==> src/rtl/hazard_ctrl.sv <==
module hazard_ctrl #(
  parameter int RW = 5,
  parameter bit FWD_EN = 1'b0,
  parameter bit SHARED_MEM = 1'b1
) (
  input  logic [RW-1:0] dec_src_a,
  input  logic [RW-1:0] dec_src_b,
  input  logic          dec_use_a,
  input  logic          dec_use_b,
  input  logic [RW-1:0] ex_dst,
  input  logic          ex_wen,
  input  logic          ex_load,
  input  logic          ex_store,
  input  logic [RW-1:0] ex_src_a,
  input  logic [RW-1:0] ex_src_b,
  input  logic          ex_branch,
  input  logic          ex_taken,
  input  logic [RW-1:0] mem_dst,
  input  logic          mem_wen,
  input  logic          mem_load,
  input  logic          mem_store,
  output logic          pc_hold,
  output logic          id_hold,
  output logic          if_nop,
  output logic          ex_nop,
  output logic          flush,
  output logic [1:0]    opa_sel,
  output logic [1:0]    opb_sel
);
  localparam logic [RW-1:0] ZERO = '0;
  localparam logic [1:0] SEL_RF  = 2'b00;
  localparam logic [1:0] SEL_ALU = 2'b01;

  logic ex_prod, mem_prod, ex_hit, mem_hit, data_stall, port_busy, mem_alu;

  assign ex_prod  = ex_wen  && !ex_store  && (ex_dst  != ZERO);
  assign mem_prod = mem_wen && !mem_store && (mem_dst != ZERO);
  assign mem_alu  = mem_prod && !mem_load;

  assign ex_hit  = ex_prod  && ((dec_use_a && dec_src_a == ex_dst)  || (dec_use_b && dec_src_b == ex_dst));
  assign mem_hit = mem_prod && ((dec_use_a && dec_src_a == mem_dst) || (dec_use_b && dec_src_b == mem_dst));

  assign data_stall = mem_hit || (ex_hit && (!FWD_EN || ex_load));
  assign port_busy  = SHARED_MEM && (mem_load || mem_store);
  assign flush      = ex_branch && ex_taken;

  assign pc_hold = !flush && (data_stall || port_busy);
  assign id_hold = !flush && data_stall;
  assign ex_nop  = !flush && data_stall;
  assign if_nop  = !flush && port_busy && !data_stall;

  assign opa_sel = (FWD_EN && mem_alu && mem_dst == ex_src_a) ? SEL_ALU : SEL_RF;
  assign opb_sel = (FWD_EN && mem_alu && mem_dst == ex_src_b) ? SEL_ALU : SEL_RF;

  always_comb begin
    p_flush_wins_r9: assert (!(ex_branch && ex_taken) || !(pc_hold || id_hold || if_nop || ex_nop))
      else $error("flush did not override stalls");
    p_zero_dst_r4: assert (!(ex_dst == ZERO && mem_dst == ZERO && !mem_load && !mem_store) || !pc_hold)
      else $error("register 0 caused a stall");
    p_fwd_src_r3: assert (opa_sel != SEL_ALU || (mem_dst == ex_src_a && mem_dst != ZERO && !mem_load))
      else $error("illegal forward on operand a");
    p_no_code2_r3: assert (opa_sel != 2'b10 && opb_sel != 2'b10)
      else $error("reserved select code driven");
    p_stall_form_r8: assert (!(id_hold && if_nop))
      else $error("both fetch-side controls active");
    p_split_mem_r7: assert (SHARED_MEM || !if_nop)
      else $error("structural insert with split memories");
    p_store_idle_r5: assert (!(ex_store && mem_store && !SHARED_MEM) || !pc_hold)
      else $error("store acted as producer");
  end
endmodule

==> config.mk <==
export PLATFORM = sky130hd
export DESIGN_NAME = hazard_ctrl
export DESIGN_NICKNAME = d
export VERILOG_FILES = /design/src/rtl/hazard_ctrl.sv
export SDC_FILE = /design/constraint.sdc
export NUM_CORES = 1
export LEC_CHECK = 0
export ABC_AREA = 1
export CORE_MARGIN = 2
export CORE_UTILIZATION = 34
export DETAILED_ROUTE_END_ITERATION = 12
export GPL_ROUTABILITY_DRIVEN = 0
export PLACE_DENSITY = 0.95
export SYNTH_ARGS = -nofsm -noshare
export SYNTH_HDL_FRONTEND = slang
export SYNTH_SLANG_ARGS = --single-unit
==> constraint.sdc <==
create_clock -name vclk -period 2.3
set_input_delay 0.46 -clock vclk [all_inputs]
set_output_delay 0.46 -clock vclk [all_outputs]
set_load 0.05 [all_outputs]
# --- After elaboration in Yosys (flattened, before gate mapping) ---
# Index checks and enable logic that the tools add are counted.
op_classes:
  add_sub_neg: 0
  mul: 0
  div_mod_pow: 0
  n_lt_le_gt_ge: 0
  eq_ne: 4
  shifts: 0
  muxes: 0
  bitwise: 0
  reduce_logical: 26
ops:
  columns: ["op", "n"]
  rows:
  - ["== test 5 bit", 4]
  - ["logical AND 1 bit", 15]
  - ["nonzero test 5 bit", 2]
  - ["logical OR 1 bit", 5]
  - ["logical NOT 1 bit", 4]
totals:
  regBits: 0
  latch_bits: 0
  ram_bits: 0
  romBits: 0
  inputBits: 40
  output_inout_bits: 9
  elab_cells: 30
  memories: 0

# --- Depth between registers and ports, before layout ---
# Gate-level depths: netlist (run 1).
logic_depth:
  word_depth: 7
  ltp_mapped: 11

# --- Least setup slack after synthesis (run 1) ---
# Ideal clock, no wire load.
synth_path:
  path_type: "input to output"
  from: "in dec_src_b[0]"
  to: "out id_hold"
  arrival_time_ps: 1569
  t_required_ps: 1840
  setup_slack_ps: 271
  path_stages: 11
  cell_sequence: "inv_1 > nand2_1 > nand2_1 > nor2_1 > nand3_1 > nand2_1 > nand2_1 > nand2_2 > nand2_2 > inv_1 > buf_4"
synth_between:
  elab_chain_cells: 6
  word_cells_on_any_way: 10
  classes_between: "eq/ne: 2; reduce/logical: 8"
synth_rtl:
  columns: ["element", "line", "text"]
  rows:
  - ["start, declared", "7", "input logic [RW-1:0] dec_src_b,"]
  - ["== test 5 bit, on equally long branches", "41, 40", null]
  - ["logical AND 1 bit, on equally long branches", "41, 40", null]
  - ["logical OR 1 bit, on equally long branches", "41, 40", null]
  - ["logical AND 1 bit, on equally long branches", "41, 40", null]
  - ["logical OR 1 bit *", "43", "assign data_stall = mem_hit || (ex_hit && (!FWD_EN || ex_load));"]
  - ["logical AND 1 bit *", null, null]
  - ["end, declared", "23", "output logic id_hold,"]
# Every way passes the cells marked *; elsewhere a longest branch is shown, timed or not.

# --- Worst setup path after layout (run 1) ---
layout_path:
  from: "in dec_use_b"
  to: "out pc_hold"
layout_between:
  elab_chain_cells: 6
  word_cells_on_any_way: 9
  classes_between: "reduce/logical: 9"
layout_rtl:
  columns: ["element", "line", "text"]
  rows:
  - ["start, declared", "9", "input logic dec_use_b,"]
  - ["logical AND 1 bit, on equally long branches", "41, 40", null]
  - ["logical OR 1 bit, on equally long branches", "41, 40", null]
  - ["logical AND 1 bit, on equally long branches", "41, 40", null]
  - ["logical OR 1 bit *", "43", null]
  - ["logical OR 1 bit *", "47", "assign pc_hold = !flush && (data_stall || port_busy);"]
  - ["logical AND 1 bit *", "47", null]
  - ["end, declared", "22", "output logic pc_hold,"]
# Marks and branches as above.

==> flow_metrics.env, run 1 <==
export IMPL_drt_first_pass_iters=4
export IMPL_die_height_um=42.3
export IMPL_yosysTopAreaCell="nand2_1"
export IMPL_ant_nets=0
export IMPL_grt_first_pass_wirelength_um=2670
export IMPL_final_fill_count=110
export IMPL_arrival_ns=1.71
export IMPL_post_route_drc_count=0
export IMPL_synth_area_leaders="nand2_1 45%, nor2_1 13%, inv_1 11%"
export IMPL_min_from="mem_dst[1]"
export IMPL_cp_slowest_stage_delay_ns=0.48
export IMPL_yosys_warnings=0
export IMPL_hold_slack_ns=1.67
export IMPL_drtIter0Drc=23
export IMPL_power_density_nw_per_um2=187
export IMPL_swShare_pct=54.9
export IMPL_cp_required_ns=1.84
export IMPL_nets=195
export IMPL_drive_gt1_share_pct=17.0
export IMPL_critical_path_class="in -> out"
export IMPL_seq_area_um2=0
export IMPL_pin_count=49
export IMPL_grt_usage_pct=18.0
export IMPL_setup_viol=0
export IMPL_antenna_found_initial=0
export IMPL_cpMostUsedCell="nand2_1"
export IMPL_start_util_pct=37.3
export IMPL_dieArea_um2=1790
export IMPL_utilization_pct=70.5
export IMPL_fin_ws_ns=0.135
export IMPL_yosys_top_cells_count="60 x nand2_1, 17 x nor2_1, 15 x inv_1"
export IMPL_p_leak_nw=0.688
export IMPL_seq_cells=0
export IMPL_numPlacedInstances=168
export IMPL_rows=13
export IMPL_core_um2=1330
export IMPL_synth_seq_area_share_pct=0
export IMPL_syn_avg_cell_area_um2=4.12
export IMPL_ctsHoldBuffers=0
export IMPL_p_int_mw=0.0794
export IMPL_path_cells="clkdlybuf4s50_1 -> nand2_1 -> nor2_1 -> nand3_1 -> nand2_1 -> nand2_1 -> nand2_2 -> nand2_4 -> nand2_2 -> buf_12"
export IMPL_n_antenna_cell=0
export IMPL_hp_class="in -> out"
export IMPL_p_total_mw=0.176
export IMPL_crit_fanout=2
export IMPL_timing_final_crit_share_pct=94.1
export IMPL_finalWorstPathRequiredPeriod_ns=2.17
export IMPL_grt_start_max_net_pins=6
export IMPL_crit_path_end_kind="primary output"
export IMPL_routedWlPerCell_um=10.1
export IMPL_pwr_share_comb_pct=100.0
export IMPL_port_buffers=34
export IMPL_worstHoldPathCells=9
export IMPL_syn_area_um2=498
export IMPL_outcome="finished, final reports clean"
export IMPL_hold_viol=0
export IMPL_syn_inst=121
export IMPL_worstSetupStartpointType="input pin"
export IMPL_post_drt_via_cell_ratio=4.63
export IMPL_area_growth_pct=88.7
export IMPL_synth_cell_type_count=13
export IMPL_overflow=0
export IMPL_chipWidth_um=42.3
export IMPL_cap_violations=0
export IMPL_finalWirelength_um=1700
export IMPL_power_share_clock_pct=0
export IMPL_pre_cts_ws_ns=-0.0987
export IMPL_power_switching_mw=0.0966
export IMPL_synth_most_common_cell="nand2_1"
export IMPL_rsz0062_at_grt="false"
export IMPL_grt_pass1_vias=701
export IMPL_hpwl_um=1420
export IMPL_n_clock_buffer=0
export IMPL_synth_top_area_share_pct=45.2
export IMPL_slew_violations=0
export IMPL_finalNonFillerCells=168
export IMPL_num_vias=778
export IMPL_crit_slowest_cell="clkdlybuf4s50_1"
export IMPL_p_seq_share_pct=0
export IMPL_startpoint="dec_use_b"
export IMPL_ir_drop_mv=0.0822
export IMPL_max_freq_ghz=0.462
[worst max-delay path, delay by kind of cell]
kind / cells / cell delay, ns
and+or+nand+nor: 8 / 0.62
buffers and inverters: 2 / 0.62
[kinds of logic (layout without fill, tap and decap cells)]
kind of cell	Yosys count	count (layout)	share of synthesized area, %
other	1	4	0.753
AO/OA/AOI/OAI	2	2	2.01
AND/OR/NAND/NOR	89	89	71.6
buffers and inverters	29	58	25.6
[timing repair]
action                     CTS  global route
setup endpoints to repair    4             4
buffers inserted             0             0
gates resized for setup      6            25
pin swaps                    0             3
[power groups by stage]
stage	logic, mW	registers (mW)	clock network [mW]
2_1_floorplan	0.0894	0	0
3_3_place_gp	0.172	0	0
3_5_place_dp	0.175	0	0
4_1_cts	0.176	0	0
5_1_grt	0.190	0	0
6_report	0.176	0	0
[per-layer routing]
metal / track usage, % / routed length (um)
met5: 0 / 0
met4: 3.13 / 24
met3: 1.29 / 108
met2: 35.1 / 871
met1: 21.0 / 695
[layout by cell type (no fill, tap or decap), types with 3 or more instances in the layout]
| master | synthesis | routed |
|---|---|---|
| conb_1 | 1 | 4 |
| inv_2 | 9 | 13 |
| inv_1 | 15 | 10 |
| clkdlybuf4s50_1 | 0 | 9 |
| nor2_1 | 17 | 15 |
| nand2_1 | 60 | 59 |
| buf_12 | 0 | 5 |
| dlygate4sd2_1 | 0 | 3 |
| dlymetal6s2s_1 | 0 | 17 |
| nand3_1 | 6 | 6 |
| nor2_2 | 1 | 3 |
[path summary, 6_finish.rpt]
path,endpoint,slack [ns]
hold / removal,if_nop,1.67
setup / recovery,pc_hold,0.13
[final cells by class]
class                           instances  area (um2)  share of cell area (%)
Timing Repair Buffer                   34         429                    45.7
Multi-Input combinational cell         95         399                    42.5
Inverter                               24        92.6                    9.85
Tap cell                               15        18.8                    2.00
[per-stage QoR]
stage | cell area, um2 | TNS (ns)
after CTS | 885 | -0.00677
after detailed placement | 881 | -0.312
after floorplan | 509 | 0
after global placement | 881 | -0.125
final | 940 | 0
after global routing | 940 | 0
(Power assumes the default switching activity.)
==> inputs of run 2 (changes only) <==
- CORE_MARGIN: 2 -> 3
- SLEW_MARGIN: not set -> 20
- TNS_END_PERCENT: not set -> 20
==> flow_metrics.env, run 2 (same netlist as run 1, synthesis figures left out) <==
export IMPL_grt_pass1_vias=650
export IMPL_p_int_mw=0.0788
export IMPL_drt_first_pass_iters=4
export IMPL_routedWlPerCell_um=9.71
export IMPL_core_um2=1330
export IMPL_p_leak_nw=0.673
export IMPL_nets=195
export IMPL_timing_final_crit_share_pct=94.0
export IMPL_chipWidth_um=44.3
export IMPL_start_util_pct=37.3
export IMPL_drtIter0Drc=26
export IMPL_hp_class="in -> out"
export IMPL_min_from="mem_dst[1]"
export IMPL_die_height_um=44.3
export IMPL_dieArea_um2=1960
export IMPL_setup_viol=0
export IMPL_startpoint="dec_use_b"
export IMPL_outcome="finished, final reports clean"
export IMPL_cap_violations=0
export IMPL_finalWirelength_um=1630
export IMPL_hold_viol=0
export IMPL_layout_common_cells="59 x nand2_1, 17 x nor2_1, 15 x dlymetal6s2s_1"
export IMPL_power_switching_mw=0.0956
export IMPL_dpl_instance_area_um2=881
export IMPL_grt_start_max_net_pins=6
export IMPL_seq_area_um2=0
export IMPL_max_freq_ghz=0.462
export IMPL_antenna_found_initial=0
export IMPL_p_seq_share_pct=0
export IMPL_arrival_ns=1.70
export IMPL_power_share_clock_pct=0
export IMPL_ir_drop_mv=0.0787
export IMPL_hold_slack_ns=1.66
export IMPL_postCtsSetupRepairBufs=0
export IMPL_fin_area_um2=932
export IMPL_worstSetupStartpointType="input pin"
export IMPL_final_common_cell="nand2_1"
export IMPL_area_growth_pct=87.2
export IMPL_overflow=0
export IMPL_ant_nets=0
export IMPL_pre_cts_ws_ns=-0.0818
export IMPL_fin_ws_ns=0.138
export IMPL_critical_path_class="in -> out"
export IMPL_cp_required_ns=1.84
export IMPL_port_buffers=34
export IMPL_n_clock_buffer=0
export IMPL_rows=13
export IMPL_n_antenna_cell=0
export IMPL_rsz0062_at_grt="false"
export IMPL_post_drt_via_cell_ratio=4.64
export IMPL_pin_count=49
export IMPL_worstHoldPathCells=9
export IMPL_power_density_nw_per_um2=187
export IMPL_drive_gt1_share_pct=15.7
export IMPL_crit_fanout=2
export IMPL_grt_first_pass_wirelength_um=2440
export IMPL_grt_usage_pct=15.3
export IMPL_utilization_pct=69.9
export IMPL_final_fill_count=110
export IMPL_crit_path_end_kind="primary output"
export IMPL_num_vias=779
export IMPL_seq_cells=0
export IMPL_p_total_mw=0.174
export IMPL_finalWorstPathRequiredPeriod_ns=2.16
export IMPL_holdPathEnd="if_nop"
export IMPL_hpwl_um=1380
export IMPL_pwr_share_comb_pct=100.0
export IMPL_post_route_drc_count=0
export IMPL_slew_violations=0
export IMPL_swShare_pct=54.8
[run 2: cell count changes in the layout (fill, tap and decap cells not counted), sizes merged]
cell          before  now
dlygate4sd2        3    5
dlymetal6s2s      17   15
[run 2: layout make-up]
| type | instances | area (um2) | share of cell area (%) |
|---|---|---|---|
| Timing Repair Buffer | 34 | 422 | 45.2 |
| Multi-Input combinational cell | 95 | 399 | 42.8 |
| Inverter | 24 | 92.6 | 9.93 |
| Tap cell | 15 | 18.8 | 2.01 |
[run 2: power by group through the flow]
stage | Sequential [mW] | Combinational, mW | Clock, mW
CTS | 0 | 0.172 | 0
finish | 0 | 0.174 | 0
global placement | 0 | 0.171 | 0
floorplan | 0 | 0.0894 | 0
detailed placement | 0 | 0.175 | 0
global route | 0 | 0.189 | 0
[run 2: worst max-delay path, stage by stage]
cell             delay (ns)
clkdlybuf4s50_1        0.48
nand2_1                0.06
nor2_1                 0.12
nand3_1                0.08
nand2_1                0.07
nand2_1                0.06
nand2_2                0.09
nand2_4                0.07
inv_4                  0.08
buf_12                 0.13
[run 2: repair_timing]
| item | CTS | global route |
|---|---|---|
| pin swaps | 0 | 6 |
| setup endpoints to repair | 3 | 4 |
| resized for setup | 6 | 25 |
| hold buffers | 0 | 0 |
[run 2: metal layers]
| layer | up-vias | wire length, um | global-route usage [%] |
|---|---|---|---|
| li1 | 406 | - | - |
| met1 | 331 | 680 | 20.0 |
| met2 | 38 | 786 | 28.5 |
| met3 | 4 | 118 | 0 |
| met4 | 0 | 47 | 1.81 |
| met5 | - | 0 | 0 |
[run 2: metrics by stage]
| step | setup TNS (ns) | std cells |
|---|---|---|
| 6_report | 0 | 168 |
| 5_1_grt | 0 | 168 |
| 4_1_cts | -0.00753 | 168 |
| 3_5_place_dp | -0.182 | 168 |
| 3_3_place_gp | -0.118 | 168 |
| 2_1_floorplan | 0 | 124 |
[run 2: how the worst max path moves through the flow]
stage	slack [ns]	end	cells past startpoint
6_report	0.14	id_hold	10
3_3_place_gp	-0.06	ex_nop	12
5_1_grt	0.02	ex_nop	10
2_1_floorplan	0.27	id_hold	11
3_5_place_dp	-0.08	id_hold	12
4_1_cts	-0.008	pc_hold	12
==> inputs of run 3 (changes only) <==
==> constraint.sdc (replaced) <==
create_clock -name vclk -period 2.3
set_input_delay 0.46 -clock vclk [all_inputs]
set_output_delay 0.46 -clock vclk [all_outputs]
set_load 0.01 [all_outputs]
==> flow_metrics.env, run 3 (same netlist as run 1, synthesis figures left out) <==
export IMPL_numPlacedInstances=168
export IMPL_postCtsSetupRepairBufs=0
export IMPL_seq_area_um2=0
export IMPL_path_cells="clkdlybuf4s50_1 -> inv_1 -> nand2_1 -> nand2_1 -> nor2_1 -> nand3_1 -> nand2_1 -> nand2_1 -> nand2_2 -> nand2_2 -> inv_1 -> buf_2"
export IMPL_post_route_drc_count=0
export IMPL_hp_class="in -> out"
export IMPL_max_freq_ghz=0.460
export IMPL_grt_start_max_net_pins=6
export IMPL_crit_family="buffers and inverters"
export IMPL_finalNonFillerCells=168
export IMPL_antenna_found_initial=0
export IMPL_dpl_instance_area_um2=831
export IMPL_port_buffers=34
export IMPL_cp_slowest_stage_delay_ns=0.45
export IMPL_power_density_nw_per_um2=153
export IMPL_pin_count=49
export IMPL_fin_area_um2=821
export IMPL_outcome="finished, final reports clean"
export IMPL_finalWorstPathRequiredPeriod_ns=2.17
export IMPL_utilization_pct=61.5
export IMPL_arrival_ns=1.71
export IMPL_dieArea_um2=1960
export IMPL_rows=13
export IMPL_post_drt_via_cell_ratio=4.42
export IMPL_worstHoldPathCells=9
export IMPL_ir_drop_mv=0.0625
export IMPL_start_util_pct=37.3
export IMPL_critical_path_class="in -> out"
export IMPL_hpwl_um=1310
export IMPL_ctsHoldBuffers=0
export IMPL_ant_nets=0
export IMPL_final_fill_count=140
export IMPL_cp_required_ns=1.84
export IMPL_fin_ws_ns=0.128
export IMPL_cap_violations=0
export IMPL_cpMostUsedCell="nand2_1"
export IMPL_grt_usage_pct=16.0
export IMPL_p_leak_nw=0.602
export IMPL_finalWirelength_um=1560
export IMPL_core_um2=1330
export IMPL_timing_final_crit_share_pct=94.5
export IMPL_pre_cts_ws_ns=-0.347
export IMPL_crit_fanout=4
export IMPL_grt_pass1_vias=712
export IMPL_n_antenna_cell=0
export IMPL_die_height_um=44.3
export IMPL_drtIter0Drc=12
export IMPL_grt_first_pass_wirelength_um=2570
export IMPL_crit_buf_inv=4
export IMPL_final_common_cell="nand2_1"
export IMPL_setup_viol=0
export IMPL_area_growth_pct=64.8
export IMPL_crit_slowest_cell="clkdlybuf4s50_1"
export IMPL_path_depth=12
export IMPL_nets=195
export IMPL_n_clock_buffer=0
export IMPL_drive_gt1_share_pct=11.8
export IMPL_routedWlPerCell_um=9.29
export IMPL_worstSetupStartpointType="input pin"
export IMPL_chipWidth_um=44.3
export IMPL_layout_common_cells="60 x nand2_1, 17 x nor2_1, 13 x inv_1"
export IMPL_drt_first_pass_iters=4
export IMPL_num_vias=742
export IMPL_seq_cells=0
export IMPL_overflow=0
export IMPL_slew_violations=0
export IMPL_hold_viol=0
export IMPL_crit_path_end_kind="primary output"
[run 3: cell count changes in the layout (fill, tap and decap cells not counted), moves of 2 or more]
cell | previous run | this run
buf_12 | 5 | 0
buf_2 | 0 | 3
clkdlybuf4s50_1 | 9 | 11
dlygate4sd2_1 | 5 | 10
dlymetal6s2s_1 | 15 | 9
inv_1 | 10 | 13
inv_2 | 13 | 11
nand2_4 | 2 | 0
[run 3: where the power goes]
group	switching, mW	total, mW	internal (mW)
registers	0	0	0
clock network	0	0	0
logic	0.0637	0.126	0.0620
[run 3: routing by layer]
| metal | GRT usage [%] | part of all wire (%) | vias up |
|---|---|---|---|
| li1 | - | - | 406 |
| met1 | 20.7 | 43 | 317 |
| met2 | 30.2 | 51 | 19 |
| met3 | 0.813 | 6.6 | 0 |
| met4 | 0.602 | 0 | 0 |
| met5 | 0 | 0 | - |
[run 3: final cells by class]
| cell class | count | area [um2] | area share, % |
|---|---|---|---|
| tap | 15 | 18.8 | 2.29 |
| multi-input combinational | 95 | 382 | 46.5 |
| inverter | 24 | 90.1 | 11.0 |
| timing repair buffer | 34 | 330 | 40.2 |
[run 3: path summary, 6_finish.rpt]
check	from	end	slack, ns
hold / removal	mem_dst[1]	if_nop	1.60
setup / recovery	dec_src_b[0]	ex_nop	0.13
[run 3: timing repair]
action,in CTS,in global routing
endpoints found under the hold margin,0,0
pin swaps,0,2
endpoints found under the setup margin,4,4
gates resized for setup,19,18
[run 3: metrics by stage]
| step | total power [mW] | setup TNS (ns) | hold WS (ns) |
|---|---|---|---|
| 2_1_floorplan | 0.0631 | 0 | 1.07 |
| 3_3_place_gp | 0.133 | -1.33 | 1.93 |
| 3_5_place_dp | 0.136 | -1.29 | 1.94 |
| 4_1_cts | 0.128 | 0 | 1.76 |
| 5_1_grt | 0.142 | -0.0293 | 1.63 |
| 6_report | 0.126 | 0 | 1.60 |
